$ cat src/rtl/wdt_pkg.sv
package wdt_pkg;

    typedef enum logic [1:0] {
        WD_OFF  = 2'd0,
        WD_RUN  = 2'd1,
        WD_FIRE = 2'd2
    } wd_state_t;

    localparam int ADDR_W = 2;
    localparam int DATA_W = 8;

    localparam logic [ADDR_W-1:0] A_CTRL   = 2'd0;
    localparam logic [ADDR_W-1:0] A_STATE  = 2'd1;
    localparam logic [ADDR_W-1:0] A_PRESET = 2'd2;

    localparam int CB_PWROFF = 7;
    localparam int CB_LONG   = 6;
    localparam int CB_STOP   = 5;
    localparam int CB_START  = 4;
    localparam int SB_FIRED  = 1;

endpackage

$ cat src/rtl/wdt_unit_tick.sv
module wdt_unit_tick #(
    parameter int LONG_DIV = 30
) (
    input  logic clk,
    input  logic rst_n,
    input  logic tick_in,
    input  logic tb_long,
    input  logic clear,
    output logic unit_tick
);
    generate
        if (LONG_DIV <= 1) begin : g_nodiv
            assign unit_tick = tick_in;
        end else begin : g_div
            localparam int PW = $clog2(LONG_DIV);
            localparam logic [PW-1:0] LAST = PW'(LONG_DIV - 1);
            logic [PW-1:0] pre_q;
            logic          wrap;

            assign wrap = (pre_q == LAST);

            always_ff @(posedge clk) begin
                if (!rst_n || clear || !tb_long) begin
                    pre_q <= '0;
                end else if (tick_in) begin
                    pre_q <= wrap ? '0 : pre_q + 1'b1;
                end
            end

            assign unit_tick = tick_in && (!tb_long || wrap);
        end
    endgenerate
endmodule

$ cat src/rtl/wdt_regs.sv
module wdt_regs
    import wdt_pkg::*;
#(
    parameter int CNT_W = 8
) (
    input  logic              clk,
    input  logic              rst_n,
    input  logic              wr_en,
    input  logic [ADDR_W-1:0] wr_addr,
    input  logic [DATA_W-1:0] wr_data,
    input  logic [ADDR_W-1:0] rd_addr,
    output logic [DATA_W-1:0] rd_data,
    input  logic              expire,
    input  logic              running,
    output logic [CNT_W-1:0]  preset,
    output logic              pwroff_en,
    output logic              tb_long,
    output logic              cmd_start,
    output logic              cmd_stop,
    output logic              fired
);
    logic ctrl_wr, state_wr, preset_wr;

    assign ctrl_wr   = wr_en && (wr_addr == A_CTRL);
    assign state_wr  = wr_en && (wr_addr == A_STATE);
    assign preset_wr = wr_en && (wr_addr == A_PRESET);

    assign cmd_start = ctrl_wr && wr_data[CB_START];
    assign cmd_stop  = ctrl_wr && wr_data[CB_STOP];

    always_ff @(posedge clk) begin
        if (!rst_n) begin
            preset    <= '0;
            pwroff_en <= 1'b0;
            tb_long   <= 1'b0;
        end else begin
            if (preset_wr) preset <= wr_data[CNT_W-1:0];
            if (ctrl_wr) begin
                pwroff_en <= wr_data[CB_PWROFF];
                tb_long   <= wr_data[CB_LONG];
            end
        end
    end

    // sticky flag: setting on expiry outranks a clear in the same cycle
    always_ff @(posedge clk) begin
        if (!rst_n)                             fired <= 1'b0;
        else if (expire)                        fired <= 1'b1;
        else if (state_wr && wr_data[SB_FIRED]) fired <= 1'b0;
    end

    always_comb begin
        rd_data = '0;
        unique case (rd_addr)
            A_CTRL: begin
                rd_data[CB_PWROFF] = pwroff_en;
                rd_data[CB_LONG]   = tb_long;
                rd_data[CB_START]  = running;
            end
            A_STATE:  rd_data[SB_FIRED] = fired;
            A_PRESET: rd_data[CNT_W-1:0] = preset;
            default:  rd_data = '0;
        endcase
    end
endmodule

$ cat src/rtl/wdt_fsm.sv
module wdt_fsm
    import wdt_pkg::*;
#(
    parameter int CNT_W = 8
) (
    input  logic             clk,
    input  logic             rst_n,
    input  logic             unit_tick,
    input  logic             cmd_start,
    input  logic             cmd_stop,
    input  logic [CNT_W-1:0] preset,
    input  logic             pwroff_en,
    input  logic             thermal,
    output logic             running,
    output logic             expire,
    output logic             load,
    output logic             sys_rst_req,
    output logic             pwr_off_req
);
    wd_state_t        state_q, state_d;
    logic [CNT_W-1:0] cnt_q;
    logic             pwr_q;
    logic             last_unit;

    assign load      = cmd_start && !cmd_stop;
    assign last_unit = (cnt_q <= CNT_W'(1));

    always_comb begin
        state_d = state_q;
        expire  = 1'b0;
        unique case (state_q)
            WD_OFF: begin
                if (load) state_d = WD_RUN;
            end
            WD_RUN: begin
                if (cmd_stop)                    state_d = WD_OFF;
                else if (cmd_start)              state_d = WD_RUN;
                else if (unit_tick && last_unit) begin
                    state_d = WD_FIRE;
                    expire  = 1'b1;
                end
            end
            WD_FIRE: begin
                state_d = load ? WD_RUN : WD_OFF;
            end
            default: state_d = WD_OFF;
        endcase
    end

    always_ff @(posedge clk) begin
        if (!rst_n) state_q <= WD_OFF;
        else        state_q <= state_d;
    end

    always_ff @(posedge clk) begin
        if (!rst_n) begin
            cnt_q <= '0;
            pwr_q <= 1'b0;
        end else begin
            if (load) begin
                cnt_q <= preset;
            end else if (state_q == WD_RUN && unit_tick && !last_unit) begin
                cnt_q <= cnt_q - 1'b1;
            end
            if (expire) pwr_q <= pwroff_en && thermal;
        end
    end

    always_comb begin
        running     = (state_q == WD_RUN);
        sys_rst_req = (state_q == WD_FIRE);
        pwr_off_req = (state_q == WD_FIRE) && pwr_q;
    end
endmodule

$ cat src/rtl/wdt_top.sv
module wdt_top
    import wdt_pkg::*;
#(
    parameter int CNT_W    = 8,
    parameter int LONG_DIV = 30
) (
    input  logic       clk,
    input  logic       rst_n,
    input  logic       wr_en,
    input  logic [1:0] wr_addr,
    input  logic [7:0] wr_data,
    input  logic [1:0] rd_addr,
    output logic [7:0] rd_data,
    input  logic       tick_in,
    input  logic       thermal,
    output logic       sys_rst_req,
    output logic       pwr_off_req,
    output logic       wd_event
);
    logic [CNT_W-1:0] preset;
    logic pwroff_en, tb_long, cmd_start, cmd_stop, fired;
    logic running, expire, load, unit_tick;

    wdt_regs #(.CNT_W(CNT_W)) u_regs (
        .clk(clk), .rst_n(rst_n), .wr_en(wr_en), .wr_addr(wr_addr),
        .wr_data(wr_data), .rd_addr(rd_addr), .rd_data(rd_data),
        .expire(expire), .running(running), .preset(preset),
        .pwroff_en(pwroff_en), .tb_long(tb_long), .cmd_start(cmd_start),
        .cmd_stop(cmd_stop), .fired(fired)
    );

    wdt_unit_tick #(.LONG_DIV(LONG_DIV)) u_unit (
        .clk(clk), .rst_n(rst_n), .tick_in(tick_in), .tb_long(tb_long),
        .clear(load), .unit_tick(unit_tick)
    );

    wdt_fsm #(.CNT_W(CNT_W)) u_fsm (
        .clk(clk), .rst_n(rst_n), .unit_tick(unit_tick),
        .cmd_start(cmd_start), .cmd_stop(cmd_stop), .preset(preset),
        .pwroff_en(pwroff_en), .thermal(thermal), .running(running),
        .expire(expire), .load(load), .sys_rst_req(sys_rst_req),
        .pwr_off_req(pwr_off_req)
    );

    assign wd_event = fired;
endmodule

$ cat config.mk
export PLATFORM = sky130hd
export DESIGN_NAME = wdt_top
export DESIGN_NICKNAME = d
export VERILOG_FILES = /design/src/rtl/wdt_pkg.sv /design/src/rtl/wdt_unit_tick.sv /design/src/rtl/wdt_regs.sv /design/src/rtl/wdt_fsm.sv /design/src/rtl/wdt_top.sv
export SDC_FILE = /design/constraint.sdc
export NUM_CORES = 1
export LEC_CHECK = 0
export BUFFER_PORTS_ARGS = -buffer_cell sky130_fd_sc_hd__buf_2
export CORE_ASPECT_RATIO = 2
export CORE_UTILIZATION = 50
export CTS_BUF_LIST = sky130_fd_sc_hd__clkbuf_4 sky130_fd_sc_hd__clkbuf_8
export CTS_CLUSTER_DIAMETER = 40
export DETAILED_ROUTE_END_ITERATION = 12
export HOLD_SLACK_MARGIN = 0.15
export PLACE_DENSITY = 0.73
export SLEW_MARGIN = 20
export SYNTH_ARGS = -nofsm -noshare
export SYNTH_HDL_FRONTEND = slang
export SYNTH_SLANG_ARGS = --single-unit
$ cat constraint.sdc
create_clock -name clk -period 3.3 [get_ports clk]
set_clock_uncertainty 0.15 [all_clocks]
set_input_delay 0.66 -clock clk [delete_from_list [all_inputs] [get_ports clk]]
set_output_delay 0.66 -clock clk [all_outputs]
set_load 0.05 [all_outputs]
==> results of run 1 <==
[how the worst max path moves through the flow]
stage                     startpoint          to  slack [ns]  cells after the start
final                     rd_addr[0]  rd_data[1]        0.84                      6
after global routing      rd_addr[0]  rd_data[1]        0.75                      6
after CTS                 rd_addr[0]  rd_data[1]        0.84                      6
after detailed placement  rd_addr[0]  rd_data[1]        0.85                      6
after global placement    rd_addr[0]  rd_data[1]        0.89                      6
after floorplan           rd_addr[0]  rd_data[1]        0.71                      4
[layer usage]
layer  vias up  GRT usage (%)
met5         -              0
met2        44           44.1
li1        655              -
met3         8           4.19
met4         0           11.0
met1       664           25.5
[power groups by stage]
stage	Clock (mW)	Sequential (mW)	Combinational, mW
global route	0.213	0.341	0.0877
finish	0.198	0.340	0.0804
CTS	0.199	0.340	0.0801
global placement	0	0.347	0.0760
detailed placement	0	0.347	0.0794
floorplan	0	0.345	0.0579
[cells in the mapped netlist, types with 2 or more instances]
library cell and count:
or4_1 4, ha_1 7, nand3_1 4, a22o_1 2, and2_1 5, or4_4 2, dfxtp_1 27, or3_1 2
o21ai_0 11, nor2_1 22, mux2i_1 9, xor2_1 3, a31oi_1 6, o31ai_1 4, nor4_1 2, clkbuf_1 3
a21oi_1 4, clkbuf_8 2, nand3b_1 2, nand2_1 5, nand4_1 6, inv_1 10
[through the flow]
| step | utilization (%) | setup slack [ns] | instance area [µm²] | cells |
|---|---|---|---|---|
| 3_3_place_gp | 57.8 | 0.891 | 1600 | 216 |
| 5_1_grt | 59.5 | 0.751 | 1650 | 220 |
| 4_1_cts | 59.5 | 0.841 | 1650 | 220 |
| 3_5_place_dp | 57.8 | 0.851 | 1600 | 216 |
| 2_1_floorplan | - | 0.707 | 1480 | 167 |
| 6_report | 59.5 | 0.839 | 1650 | 220 |
[sequential cells by signal, indices dropped and copies added, names as in the netlist]
| register | flops |
|---|---|
| u_fsm.cnt_q | 8 |
| u_regs.preset | 8 |
| u_unit.g_div.pre_q | 5 |
| u_fsm.state_q | 2 |
| u_fsm.pwr_q | 1 |
| u_regs.fired | 1 |
| u_regs.pwroff_en | 1 |
| u_regs.tb_long | 1 |
[area by class of cell]
cell class                      count  area, µm²
Clock buffer                        4       48.8
Fill cell                         261       1120
Inverter                           10       37.5
Multi-Input combinational cell    122        843
Sequential cell                    27        541
Tap cell                           29       36.3
Timing Repair Buffer               28        143
[worst max-delay path, stage by stage]
cell and delay [ns]:
buf_2 0.11, inv_1 0.08, ha_1 0.30, a22oi_1 0.13, nor2b_1 0.11, buf_2 0.27
[cells by family after synthesis]
group | share of synthesized area, %
DFF | 36.4
muxes | 6.07
adders and majority gates | 5.90
buffers and inverters | 6.75
AOI/OAI and AO/OA | 17.5
and+or+nand+nor | 25.0
xor gates and xnor gates | 2.36
==> results.sh, run 1 <==
export IMPL_maxCapViolations=0
export IMPL_tritoncts="built"
export IMPL_setup_tns_ns=0
export IMPL_power_total_mw=0.619
export IMPL_clk_pin_slew_ns=0.09
export IMPL_critPathKind="input pin to primary output"
export IMPL_port_buffers=27
export IMPL_postRouteAntennaNets=0
export IMPL_die_h_um=79.0
export IMPL_io_pins=28
export IMPL_powerDensity_nw_per_um2=375
export IMPL_hold_viol=0
export IMPL_synthFlopType="dfxtp_1"
export IMPL_clock_sinks=27
export IMPL_crit_arrival_ns=1.65
export IMPL_cts_resized=0
export IMPL_syn_area_um2=1480
export IMPL_synth_fp_nets=191
export IMPL_die_w_um=40.5
export IMPL_maxSlewHeadroom_pct=59.6
export IMPL_p_sw_mw=0.159
export IMPL_drc=0
export IMPL_layout_common_cells="27 x buf_2, 27 x dfxtp_1, 22 x nor2_1"
export IMPL_numCtsBuffers=3
export IMPL_rows=27
export IMPL_holdBufCountCts=0
export IMPL_dr_pass1_iters=4
export IMPL_finalCritPeriodShare_pct=74.6
export IMPL_crit_path_end_kind="primary output"
export IMPL_final_nets=216
export IMPL_fmax_mhz=406
export IMPL_postCtsSetupRepairBufs=0
export IMPL_grt_max_degree=19
export IMPL_grt_pass1_vias=1280
export IMPL_synth_async_reset_ratio_pct=0
export IMPL_r2r_start="u_fsm.cnt_q[0]"
export IMPL_coreArea_um2=2770
export IMPL_initialDrtViolationCount=72
export IMPL_crit_required_ns=2.49
export IMPL_dr_wl_met3_um=122
export IMPL_switching_share_pct=25.7
export IMPL_grt_ovfl_total=0
export IMPL_hold_path_class="flip-flop to flip-flop"
export IMPL_worst_path_max_fanout=8
export IMPL_highest_layer="met4"
export IMPL_die_area_um2=3200
export IMPL_viasPerCell=6.23
export IMPL_rsz0062_at_grt="no"
export IMPL_antenna_cells=0
export IMPL_syn_to_final_growth_pct=11.1
export IMPL_yosysWarnings=0
export IMPL_seqPwrFrac_pct=54.9
export IMPL_holdWs_ns=0.352
export IMPL_routedWlPerCell_um=15.9
export IMPL_dr_wl_met2_um=1960
export IMPL_hpwl_um=2630
export IMPL_finalMaxSlewViolations=0
export IMPL_vdd_drop_max_uv=278
export IMPL_vias=1371
export IMPL_ys_ff_latch=27
export IMPL_period_needed_ns=2.46
export IMPL_start_kind="input pin"
export IMPL_synthCells=167
export IMPL_synth_top_cell_area_share_pct=36.4
export IMPL_r2r_end="u_fsm.cnt_q[3]"
export IMPL_final_layout_size_suffix_gt1_share_pct=20.9
export IMPL_synth_edf_count=0
export IMPL_ctsHtreeMaxLevel=1
export IMPL_yosysTopAreaCell="dfxtp_1"
export IMPL_synth_distinct_cells=47
export IMPL_start_util_pct=53.6
export IMPL_clock_latency_ns=0.27
export IMPL_worstHoldStart="u_regs.fired"
export IMPL_rrSetupSlack_ns=1.09
export IMPL_cellLeakagePower_nw=0.724
export IMPL_synth_area_top_cells="dfxtp_1 36%, mux2i_1 6.1%, ha_1 5.9%"
export IMPL_status="completed"
export IMPL_synth_seq_area_share_pct=36.4
export IMPL_power_internal_mw=0.460
export IMPL_cts_root_buf="clkbuf_8"
export IMPL_track_usage_pct=24.8
export IMPL_postSynthAreaPerCell_um2=8.89
export IMPL_holdPathStages=2
export IMPL_clockPowerShare_pct=32.1
export IMPL_worst_pin_slew_ns=0.599
export IMPL_gp_congestion=0.865
export IMPL_grt_pass1_wl_um=5580
export IMPL_drt_met1_wl_um=1330
export IMPL_rr_worst_depth=7
export IMPL_setup_viol=0
export IMPL_combPwrFrac_pct=13.0
export IMPL_clockBufferDepth=2
export IMPL_routed_wirelength_um=3500
export IMPL_antenna_found_initial=0
export IMPL_hold_end="u_regs.fired"
No activity file was read; power rests on OpenSTA's default activity.
==> run 2: changes to the inputs <==
Settings changed: ABC_AREA set to 1, PLACE_DENSITY 0.73 to 0.76.
Clock period 3.3 ns to 2.15 ns, I/O delays scaled along.
==> run 2 against run 1 <==
Via count rose by 9.5%. Clock-buffer cell count fell by 1. Register-to-register slack got worse by 0.83 ns. Worst hold slack got worse by 0.072 ns. Die area rose by 4.9%. Synthesized cell count rose by 37%. Sequential share of layout area fell by 1.9 points. Highest routed layer unchanged.
==> results.sh, run 2 <==
export IMPL_hold_path_class="input pin to flip-flop"
export IMPL_final_nets=280
export IMPL_syn_area_um2=1560
export IMPL_crit_path_end_kind="primary output"
export IMPL_setup_viol=0
export IMPL_clock_latency_ns=0.27
export IMPL_status="completed"
export IMPL_hpwl_um=2780
export IMPL_clockBufferDepth=2
export IMPL_rsz0062_at_grt="no"
export IMPL_layout_common_cells="51 x nand2_1, 35 x inv_1, 27 x buf_2, 27 x dfxtp_1, 24 x nor2_1"
export IMPL_synth_async_reset_ratio_pct=0
export IMPL_cts_resized=0
export IMPL_routedWlPerCell_um=12.0
export IMPL_synth_distinct_cells=29
export IMPL_ctsHtreeMaxLevel=1
export IMPL_vias=1501
export IMPL_cts_root_buf="clkbuf_8"
export IMPL_final_layout_size_suffix_gt1_share_pct=18.8
export IMPL_finalCritPeriodShare_pct=94.5
export IMPL_powerDensity_nw_per_um2=543
export IMPL_die_h_um=81.0
export IMPL_synth_fp_nets=252
export IMPL_clk_pin_slew_ns=0.09
export IMPL_io_pins=28
export IMPL_period_needed_ns=2.03
export IMPL_gp_congestion=0.849
export IMPL_hold_viol=0
export IMPL_die_area_um2=3360
export IMPL_yosysTopAreaCell="dfxtp_1"
export IMPL_finalMaxSlewViolations=0
export IMPL_synthFlopType="dfxtp_1"
export IMPL_synthCells=228
export IMPL_synth_area_top_cells="dfxtp_1 35%, nand2_1 12%, inv_1 8.4%"
export IMPL_worst_path_max_fanout=6
export IMPL_synthTopCellsByCount="51 x nand2_1, 35 x inv_1, 27 x dfxtp_1"
export IMPL_synth_edf_count=0
export IMPL_antenna_found_initial=0
export IMPL_synth_most_common_cell="nand2_1"
export IMPL_grt_pass1_vias=1395
export IMPL_critPathKind="input pin to primary output"
export IMPL_fmax_mhz=492
export IMPL_postCtsSetupRepairBufs=0
export IMPL_vdd_drop_max_uv=477
export IMPL_die_w_um=41.5
export IMPL_grt_ovfl_total=0
export IMPL_synth_seq_area_share_pct=34.7
export IMPL_postSynthAreaPerCell_um2=6.84
export IMPL_viasPerCell=5.27
export IMPL_cellLeakagePower_nw=0.799
export IMPL_final_common_cell="nand2_1"
export IMPL_port_buffers=27
export IMPL_numCtsBuffers=3
export IMPL_setup_tns_ns=0
export IMPL_antenna_cells=0
export IMPL_dr_pass1_iters=4
export IMPL_holdWs_ns=0.281
export IMPL_worst_pin_slew_ns=0.471
export IMPL_start_util_pct=52.4
export IMPL_maxCapViolations=0
export IMPL_holdBufCountCts=0
export IMPL_routed_wirelength_um=3420
export IMPL_grt_max_degree=16
export IMPL_top_regs="u_fsm.cnt_q: 8 flops, u_regs.preset: 8 flops, u_unit.g_div.pre_q: 5 flops"
export IMPL_drc=0
export IMPL_ys_ff_latch=27
export IMPL_initialDrtViolationCount=32
export IMPL_maxSlewHeadroom_pct=68.5
export IMPL_crit_arrival_ns=1.45
export IMPL_postRouteAntennaNets=0
export IMPL_yosysWarnings=0
export IMPL_coreArea_um2=2980
export IMPL_crit_required_ns=1.57
export IMPL_track_usage_pct=21.2
export IMPL_clock_sinks=27
export IMPL_grt_pass1_wl_um=5660
export IMPL_start_kind="input pin"
export IMPL_rows=28
export IMPL_synth_top_cell_area_share_pct=34.7
export IMPL_tritoncts="built"
export IMPL_syn_to_final_growth_pct=12.4
==> run 2: changes by cell type in the layout (fill, tap and decap cells not counted), moves of 3 or more <==
cell | previous run | this run
a21oi_1 | 4 | 14
a21oi_2 | 0 | 4
a31oi_1 | 6 | 1
and2_1 | 5 | 0
inv_1 | 10 | 35
inv_2 | 0 | 3
mux2i_1 | 9 | 0
nand2_1 | 5 | 51
nand3_1 | 4 | 17
nand4_1 | 6 | 3
o21ai_0 | 11 | 16
o31ai_1 | 4 | 0
or4_1 | 4 | 0
==> run 2: power by group <==
| part | leakage, nW | internal (mW) | switching, mW |
|---|---|---|---|
| sequential | 0.219 | 0.513 | 0.0104 |
| clock | 0.0255 | 0.130 | 0.157 |
| combinational | 0.555 | 0.0504 | 0.0913 |
| total | 0.799 | 0.693 | 0.259 |
==> run 2: area by class of cell <==
| cell class | instances | area, µm² |
|---|---|---|
| clock inverter | 1 | 5.00 |
| tap | 30 | 37.5 |
| clock buffer | 3 | 41.3 |
| timing repair buffer | 28 | 143 |
| multi-input combinational | 158 | 842 |
| inverter | 38 | 143 |
| sequential | 27 | 541 |
| fill | 309 | 1230 |
==> run 2: critical path, cell delays in order <==
cell	delay, ns
buf_2	0.10
inv_1	0.08
ha_1	0.29
inv_1	0.11
o22ai_1	0.16
buf_2	0.28
==> run 2: cells by family after synthesis <==
| group | Yosys count | share of synthesized area [%] |
|---|---|---|
| simple gates | 104 | 29.8 |
| compound gates | 43 | 16.4 |
| buf+inv | 43 | 11.3 |
| flops | 27 | 34.7 |
| fa+ha+maj | 7 | 5.62 |
| xor+xnor | 4 | 2.25 |
==> run 2: per-layer routing <==
layer	vias up	part of all wire, %	global-route usage (%)
li1	778	-	-
met1	676	37	20.6
met2	37	57	41.6
met3	10	3.1	2.22
met4	0	3.4	11.9
met5	-	0	0
==> run 2: stage by stage <==
| step | instance area (µm²) | std cells | utilization [%] | power [mW] | setup slack (ns) |
|---|---|---|---|---|---|
| finish | 1750 | 285 | 58.8 | 0.952 | 0.119 |
| global route | 1750 | 285 | 58.8 | 0.996 | 0.0216 |
| CTS | 1750 | 285 | 58.8 | 0.959 | 0.124 |
| detailed placement | 1710 | 281 | 57.3 | 0.676 | 0.131 |
| global placement | 1710 | 281 | 57.3 | 0.674 | 0.172 |
| floorplan | 1560 | 228 | - | 0.631 | 0.00573 |
==> run 2: final timing paths <==
path	from	end	slack [ns]	depth (start not counted)
worst max-delay path	rd_addr[0]	rd_data[7]	0.12	6
worst max register to register	u_fsm.cnt_q[0]	u_fsm.cnt_q[4]	0.26	10
worst min register to register	u_regs.preset[7]	u_regs.preset[7]	0.34	2
worst min-delay path	wr_data[0]	u_regs.preset[0]	0.28	3
==> run 3: changes to the inputs <==
Settings changed: CAP_MARGIN set to 10, HOLD_SLACK_MARGIN 0.15 to unset.
Clock period 2.15 ns to 1.85 ns, I/O delays scaled along.
==> run 3 against run 2 <==
Register-to-register slack lost 0.09 ns. Die area stayed put. Core utilization rose by 2.8 points.
==> results.sh, run 3 (same netlist as run 2, synthesis figures left out) <==
export IMPL_antenna_cells=0
export IMPL_postRouteAntennaNets=0
export IMPL_die_area_um2=3360
export IMPL_final_layout_size_suffix_gt1_share_pct=22.4
export IMPL_hold_viol=0
export IMPL_gp_congestion=0.839
export IMPL_post_dp_cell_area_um2=1770
export IMPL_tritoncts="built"
export IMPL_hold_path_class="input pin to flip-flop"
export IMPL_final_common_cell="nand2_1"
export IMPL_holdWs_ns=0.215
export IMPL_period_needed_ns=1.77
export IMPL_hpwl_um=2890
export IMPL_maxCapViolations=0
export IMPL_syn_to_final_growth_pct=17.7
export IMPL_grt_pass1_wl_um=5910
export IMPL_routed_wirelength_um=3550
export IMPL_rsz0062_at_grt="no"
export IMPL_clock_latency_ns=0.28
export IMPL_maxSlewHeadroom_pct=69.3
export IMPL_fillers=307
export IMPL_layout_common_cells="51 x nand2_1, 35 x inv_1, 27 x dfxtp_1"
export IMPL_fmax_mhz=563
export IMPL_coreArea_um2=2980
export IMPL_top_regs="u_fsm.cnt_q: 8 flops, u_regs.preset: 8 flops, u_unit.g_div.pre_q: 5 flops"
export IMPL_viasPerCell=5.17
export IMPL_setup_tns_ns=0
export IMPL_cts_root_buf="clkbuf_8"
export IMPL_crit_path_end_kind="primary output"
export IMPL_ctsHtreeMaxLevel=1
export IMPL_routedWlPerCell_um=12.1
export IMPL_grt_pass1_vias=1463
export IMPL_grt_max_degree=15
export IMPL_initialDrtViolationCount=23
export IMPL_clk_pin_slew_ns=0.09
export IMPL_dr_pass1_iters=4
export IMPL_start_kind="input pin"
export IMPL_setup_viol=0
export IMPL_vdd_drop_max_uv=444
export IMPL_final_cell_area_um2=1840
export IMPL_clock_sinks=27
export IMPL_antenna_found_initial=0
export IMPL_grt_ovfl_total=0
export IMPL_drc=0
export IMPL_critPathKind="input pin to primary output"
export IMPL_worst_path_max_fanout=4
export IMPL_final_nets=288
export IMPL_crit_arrival_ns=1.25
export IMPL_track_usage_pct=22.5
export IMPL_finalMaxSlewViolations=0
export IMPL_finalCritPeriodShare_pct=95.9
export IMPL_crit_required_ns=1.33
export IMPL_die_h_um=81.0
export IMPL_status="completed"
export IMPL_port_buffers=27
export IMPL_cellLeakagePower_nw=0.834
export IMPL_clockBufferDepth=2
export IMPL_worst_pin_slew_ns=0.460
export IMPL_start_util_pct=52.4
export IMPL_numCtsBuffers=3
export IMPL_powerDensity_nw_per_um2=625
export IMPL_rows=28
export IMPL_io_pins=28
export IMPL_die_w_um=41.5
export IMPL_vias=1514
[run 3: cell count changes in the layout (fill, tap and decap cells not counted)]
| cell | change |
|---|---|
| buf_2 | -4 |
| buf_4 | +8 |
| buf_6 | +1 |
| clkbuf_4 | +4 |
| clkinv_2 | -1 |
| ha_1 | -1 |
| ha_2 | +1 |
| nor2_1 | -2 |
| nor2_2 | +2 |
[run 3: final cells by class]
type                       instances  area [µm²]  area share [%]
multi-input combinational        158         850            46.3
sequential                        27         541            29.4
timing repair buffer              36         216            11.8
inverter                          38         143            7.77
clock buffer                       4        48.8            2.66
tap                               30        37.5            2.04
[run 3: through the flow]
stage          worst slack, ns  utilization, %  total power, mW  cells
2_1_floorplan           -0.174               -            0.733    228
3_3_place_gp            0.0437            59.3            0.790    289
3_5_place_dp           0.00877            59.3            0.793    289
4_1_cts                0.00520            60.9             1.14    293
5_1_grt                0.00148            61.6             1.18    293
6_report                0.0750            61.6             1.15    293
[run 3: power breakdown]
group          internal [mW]  switching (mW)  total, mW
clock                  0.170           0.195      0.364
sequential             0.596          0.0122      0.608
combinational         0.0655           0.109      0.174
[run 3: final timing paths]
path / startpoint / end / slack, ns / cells past startpoint
min reg2reg: u_fsm.pwr_q / u_fsm.pwr_q / 0.34 / 2
max: rd_addr[0] / rd_data[6] / 0.08 / 6
max reg2reg: u_fsm.cnt_q[1] / u_fsm.cnt_q[4] / 0.17 / 10
min: wr_data[1] / u_regs.preset[1] / 0.22 / 3
[run 3: routing by layer]
| metal | up-vias | part of all wire [%] | track usage, % |
|---|---|---|---|
| met4 | 0 | 3.2 | 11.6 |
| met2 | 38 | 57 | 47.5 |
| met3 | 11 | 2.7 | 1.33 |
| li1 | 796 | - | - |
| met5 | - | 0 | 0 |
| met1 | 669 | 38 | 20.1 |
[run 3: worst max-delay path, stage by stage]
cell and delay, ns:
buf_2 0.10, inv_1 0.07, ha_2 0.23, inv_1 0.08, o22ai_1 0.15, clkbuf_4 0.25
[run 3: what timing repair did]
| action | CTS | global route |
|---|---|---|
| endpoints found under the setup margin | 0 | 9 |
| hold buffers | 0 | 0 |
| resized for setup | 0 | 9 |
| buffers inserted | 0 | 0 |
